--- config.mk ---
export PLATFORM = sky130hd
export DESIGN_NAME = fetch_sel_top
export DESIGN_NICKNAME = d
export VERILOG_FILES = /design/src/rtl/fetch_sel_pkg.sv /design/src/rtl/fetch_sel_ctrl.sv /design/src/rtl/fetch_sel_dp.sv /design/src/rtl/fetch_sel_top.sv
export SDC_FILE = /design/constraint.sdc
export NUM_CORES = 1
export LEC_CHECK = 0
export BUFFER_PORTS_ARGS = -buffer_cell sky130_fd_sc_hd__buf_2
export CAP_MARGIN = 20
export CORE_AREA = 2 2 140 142
export DETAILED_ROUTE_END_ITERATION = 8
export DIE_AREA = 0 0 142 144
export GPL_TIMING_DRIVEN = 0
export PLACE_DENSITY = 0.52
export SLEW_MARGIN = 10
export SYNTH_ARGS = -nofsm -noshare
export SYNTH_HDL_FRONTEND = slang
export SYNTH_SLANG_ARGS = --single-unit
--- constraint.sdc ---
create_clock -name clk -period 16.1 [get_ports clk]
set_input_delay 1.61 -clock clk [delete_from_list [all_inputs] [get_ports clk]]
set_output_delay 1.61 -clock clk [all_outputs]
set_load 0.005 [all_outputs]
--- src/rtl/fetch_sel_pkg.sv ---
package fetch_sel_pkg;

  // Strobes passed from the control module to the datapath
  typedef struct packed {
    logic modeIndep;   // loop heuristic fired
    logic anyElig;     // at least one slot may fetch
    logic headElig;    // head slot may fetch
  } selStrobe_t;

endpackage

--- src/rtl/fetch_sel_ctrl.sv ---
module fetch_sel_ctrl #(
  parameter int NUM_SLOTS  = 8,
  parameter int PC_W       = 32,
  parameter int LOOK_AHEAD = 2
) (
  input  logic [NUM_SLOTS-1:0]           slotValid,
  input  logic [NUM_SLOTS-1:0]           slotStall,
  input  logic [NUM_SLOTS-1:0]           slotResOk,
  input  logic [NUM_SLOTS-1:0][PC_W-1:0] slotStartPc,
  output logic [NUM_SLOTS-1:0]           eligible,
  output fetch_sel_pkg::selStrobe_t      strobe
);
  localparam int WIN = LOOK_AHEAD + 1;

  // Eligibility: the head ignores resource gating, younger slots need it
  for (genvar g = 0; g < NUM_SLOTS; g++) begin : g_elig
    if (g == 0) begin : g_head
      assign eligible[g] = slotValid[g] & ~slotStall[g];
    end else begin : g_spec
      assign eligible[g] = slotValid[g] & ~slotStall[g] & slotResOk[g];
    end
  end

  // Loop heuristic: the next LOOK_AHEAD threads restart at the head's PC
  logic loopHit;
  always_comb begin
    loopHit = &slotValid[WIN-1:0];
    for (int i = 1; i < WIN; i++) begin
      if (slotStartPc[i] != slotStartPc[0]) loopHit = 1'b0;
    end
  end

  assign strobe.modeIndep = loopHit;
  assign strobe.anyElig   = |eligible;
  assign strobe.headElig  = eligible[0];

endmodule

--- src/rtl/fetch_sel_dp.sv ---
module fetch_sel_dp #(
  parameter int NUM_SLOTS = 8,
  parameter int CNT_W     = 8,
  parameter int IDX_W     = $clog2(NUM_SLOTS)
) (
  input  logic                            clk,
  input  logic                            rstN,
  input  logic [NUM_SLOTS-1:0]            eligible,
  input  logic [NUM_SLOTS-1:0][CNT_W-1:0] slotInFlight,
  input  fetch_sel_pkg::selStrobe_t       strobe,
  output logic                            grantValid,
  output logic [IDX_W-1:0]                grantIdx,
  output logic [NUM_SLOTS-1:0]            grantOneHot
);
  logic [IDX_W-1:0] oldestIdx;
  logic [IDX_W-1:0] leastIdx;
  logic [CNT_W-1:0] leastCnt;
  logic             leastFound;
  logic [IDX_W-1:0] nextIdx;

  // Oldest eligible slot: scan young to old so the oldest wins
  always_comb begin
    oldestIdx = '0;
    for (int i = NUM_SLOTS - 1; i >= 0; i--) begin
      if (eligible[i]) oldestIdx = IDX_W'(i);
    end
  end

  // Least in-flight eligible slot; strict compare keeps the older on ties
  always_comb begin
    leastIdx   = '0;
    leastCnt   = '0;
    leastFound = 1'b0;
    for (int i = 0; i < NUM_SLOTS; i++) begin
      if (eligible[i] && (!leastFound || slotInFlight[i] < leastCnt)) begin
        leastIdx   = IDX_W'(i);
        leastCnt   = slotInFlight[i];
        leastFound = 1'b1;
      end
    end
  end

  always_comb begin
    if (!strobe.anyElig)       nextIdx = '0;
    else if (strobe.modeIndep) nextIdx = leastIdx;
    else                       nextIdx = oldestIdx;
  end

  always_ff @(posedge clk) begin
    if (!rstN) begin
      grantValid  <= 1'b0;
      grantIdx    <= '0;
      grantOneHot <= '0;
    end else begin
      grantValid  <= strobe.anyElig;
      grantIdx    <= nextIdx;
      grantOneHot <= strobe.anyElig ? (NUM_SLOTS'(1) << nextIdx) : '0;
    end
  end

  // dependent mode keeps the head first
  a_r3_head_first: assert property (@(posedge clk) disable iff (!rstN)
    (!strobe.modeIndep && strobe.headElig) |=> (grantValid && grantIdx == '0));

  // nothing eligible yields an idle grant
  a_r8_idle: assert property (@(posedge clk) disable iff (!rstN)
    !strobe.anyElig |=> (!grantValid && grantOneHot == '0));

  // one-hot agrees with the index
  a_r9_onehot: assert property (@(posedge clk) disable iff (!rstN)
    grantValid |-> (grantOneHot == (NUM_SLOTS'(1) << grantIdx)));

  // at most one slot granted
  a_r9_single: assert property (@(posedge clk) disable iff (!rstN)
    $onehot0(grantOneHot));

endmodule

--- src/rtl/fetch_sel_top.sv ---
module fetch_sel_top #(
  parameter int NUM_SLOTS  = 8,
  parameter int PC_W       = 32,
  parameter int CNT_W      = 8,
  parameter int LOOK_AHEAD = 2,
  localparam int IDX_W     = $clog2(NUM_SLOTS)
) (
  input  logic                            clk,
  input  logic                            rstN,
  input  logic [NUM_SLOTS-1:0]            slotValid,
  input  logic [NUM_SLOTS-1:0]            slotStall,
  input  logic [NUM_SLOTS-1:0]            slotResOk,
  input  logic [NUM_SLOTS-1:0][PC_W-1:0]  slotStartPc,
  input  logic [NUM_SLOTS-1:0][CNT_W-1:0] slotInFlight,
  output logic                            grantValid,
  output logic [IDX_W-1:0]                grantIdx,
  output logic [NUM_SLOTS-1:0]            grantOneHot,
  output logic                            modeIndep
);
  fetch_sel_pkg::selStrobe_t strobe;
  logic [NUM_SLOTS-1:0]      eligible;

  fetch_sel_ctrl #(
    .NUM_SLOTS(NUM_SLOTS), .PC_W(PC_W), .LOOK_AHEAD(LOOK_AHEAD)
  ) i_ctrl (
    .slotValid(slotValid), .slotStall(slotStall), .slotResOk(slotResOk),
    .slotStartPc(slotStartPc), .eligible(eligible), .strobe(strobe)
  );

  fetch_sel_dp #(
    .NUM_SLOTS(NUM_SLOTS), .CNT_W(CNT_W), .IDX_W(IDX_W)
  ) i_dp (
    .clk(clk), .rstN(rstN), .eligible(eligible), .slotInFlight(slotInFlight),
    .strobe(strobe), .grantValid(grantValid), .grantIdx(grantIdx),
    .grantOneHot(grantOneHot)
  );

  assign modeIndep = strobe.modeIndep;

  // a granted speculative slot had its resource bit set the cycle before
  a_r5_res_gate: assert property (@(posedge clk) disable iff (!rstN)
    (grantValid && grantIdx != '0) |-> (($past(slotResOk) & grantOneHot) != '0));

endmodule

==> results.json <==
{
  "crit_type": "in -> reg",
  "synth_area_leaders": "ha_1, dfxtp_1, xnor2_1",
  "worstMarginPinSlew_ns": 0.5574,
  "grt_usage_pct": 11.91,
  "async_flop_share_pct": 0,
  "wl_per_cell_um": 14.08,
  "portBuffers": 197,
  "synth_nets": 870,
  "grt_overflow": 0,
  "ys_ff_latch": 12,
  "cp-start-kind": "input pin",
  "grt_pass1_vias": 3980,
  "h-tree-depth": 1,
  "cts_max_path_buffers": 2,
  "start_util_pct": 18.89,
  "critPathArrivalTime_ns": 15.07,
  "fmax_mhz": 66.86,
  "initialDrtViolationCount": 127,
  "grt_max_degree": 11,
  "slew_headroom_pct": 61.88,
  "chipHeight_um": 144,
  "fp.dieArea_mm2": 0.02045,
  "cts_tree": "yes",
  "maxCapViolCount": 0,
  "worstPathRequired_ns": 16.22,
  "cp_slowest_cell": "or4_1",
  "seq_area_frac_synth_pct": 6.664,
  "drcViolationCount": 0,
  "grt_pass1_wl_mm": 19.53,
  "synth_area_leader_cell": "ha_1",
  "cts-buffers-inserted": 3,
  "whs_ns": 1.642,
  "crit_cells": 68,
  "hp-class": "in -> reg",
  "synthTopCellsByCount": "ha_1, nand2_1, nor2_1, inv_1, o21ai_0",
  "nNetsFinal": 1073,
  "cts_sinks": 12,
  "firstDrtPassIters": 4,
  "fin_crit_sh_pct": 92.91,
  "num_vias": 4187,
  "worstPathMaxFanout": 10,
  "synth.most_common_cell": "ha_1",
  "netlist_area_mm2": 0.003605,
  "setup_viol": 0,
  "finalPower_w": 0.0002154,
  "hold_violations": 0,
  "cts_root_buf": "clkbuf_16",
  "critPathBufInv": 11,
  "layout-drive-gt1-share_pct": 38.11,
  "drtAntennaViolNets": 0,
  "endpoint_kind": "flip-flop",
  "power_density_mw_per_mm2": 43.04,
  "die_w_um": 142,
  "pin_count": 359,
  "hold_buffers": 0,
  "ys.flop_type": "dfxtp_1",
  "cpPeakStageDelay_ns": 0.42,
  "antenna_found_initial": 1,
  "cts_resized": 0,
  "post-cts-setup-buffers": 0,
  "yosys.area.top_type_share_pct": 17.01,
  "synth-edff-count": 0,
  "rows": 51,
  "outcome": "finished clean",
  "timing.setup.tns_ns": 0,
  "gp_congestion": 0.8056,
  "area_growth_syn_to_layout_pct": 38.84,
  "cp-endpoint": "i_dp.grantOneHot[0]",
  "path_clk_slew_ns": 0.04,
  "yosysWarningCount": 0,
  "p_leak_nw": 2.317,
  "syn_area_per_cell_um2": 7.589,
  "path_delay_family": "compound AO/OA/AOI/OAI gates",
  "post-route-min-period_ns": 14.96,
  "core_area_mm2": 0.01908,
  "critPathLaunch": "slotValid[0]",
  "viasPerCell": 4.576,
  "ir_drop_mv": 0.03240,
  "syn_inst": 475,
  "n_antenna_cell": 0,
  "cp_common_cell": "a21o_1",
  "routed_wl_mm": 12.89,
  "slew_violations": 0,
  "synth_cell_types": 62,
  "dp_hpwl_mm": 11.98,
  "rsz0062_at_grt": "false"
}
worst min-delay path by stage:
stage / depth (start not counted) / end / startpoint / slack (ns)
floorplan: 1 / i_dp.grantIdx[0] / rstN / 1.73
global placement: 2 / i_dp.grantIdx[0] / rstN / 1.89
detailed placement: 2 / i_dp.grantIdx[1] / rstN / 1.89
CTS: 2 / i_dp.grantIdx[0] / rstN / 1.64
global route: 2 / i_dp.grantIdx[0] / rstN / 1.65
finish: 2 / i_dp.grantIdx[0] / rstN / 1.64
cells in the final DEF (no fill, tap or decap), types with 4 or more instances in the layout:
master,count
a211oi_1,6
a21o_1,19
a21oi_1,23
a21oi_2,4
and2_1,5
and3_1,10
buf_2,199
dfxtp_1,12
ha_1,49
inv_1,31
mux2_2,11
mux2_4,10
mux2i_4,5
nand2_1,45
nand2b_1,9
nand3_1,21
nand3b_1,7
nand4_1,17
nand4b_1,4
nor2_1,35
nor3_1,8
nor4_1,5
o21ai_0,27
or2_2,5
or3_1,11
xnor2_1,24
xor2_1,8
cells by family after synthesis:
family | synth area share (%)
and+or+nand+nor | 28.29
buffers and inverters | 4.547
adders and majority gates | 17.01
DFF | 6.664
muxes | 11.77
AOI/OAI and AO/OA | 23.95
xor gates and xnor gates | 7.775
state kept, by name (all words and copies together), names as in the netlist:
name / count
i_dp.grantOneHot: 8
i_dp.grantIdx: 3
i_dp.grantValid: 1
area by class of cell:
class,count,area (µm²)
plain buffers,6,47.55
clock buffers,4,88.84
fillers,2103,14070
inverters,31,116.4
multi-input cells,426,3223
flip-flops and latches,12,240.2
well taps,238,297.8
repair buffers,198,991.0
power breakdown:
part           leakage [nW]   total, W  switching, W  internal, W
logic                  2.17   0.000133     0.0000687    0.0000642
registers            0.0981  0.0000322   0.000000525    0.0000316
clock network        0.0442  0.0000503     0.0000129    0.0000375
total                  2.32   0.000215     0.0000821     0.000133
stage by stage:
| step | setup slack (ns) | area [µm²] | utilization (%) | cells |
|---|---|---|---|---|
| floorplan | 2.290 | 3605 | - | 475 |
| global placement | 0.2455 | 4888 | 25.62 | 910 |
| detailed placement | 0.08606 | 4888 | 25.62 | 910 |
| CTS | 0.2882 | 4977 | 26.09 | 914 |
| global route | 0.02152 | 5005 | 26.23 | 915 |
| finish | 1.142 | 5005 | 26.23 | 915 |
layer usage:
layer  vias to the layer above  GRT usage [%]  wire length [µm]
met3                         8          1.623               741
met2                       142          23.72              6695
met1                      1854          13.86              5337
met4                         2          1.211                98
li1                       2181              -                 -
met5                         -              0                12
Power figures use the tool's default switching activity.
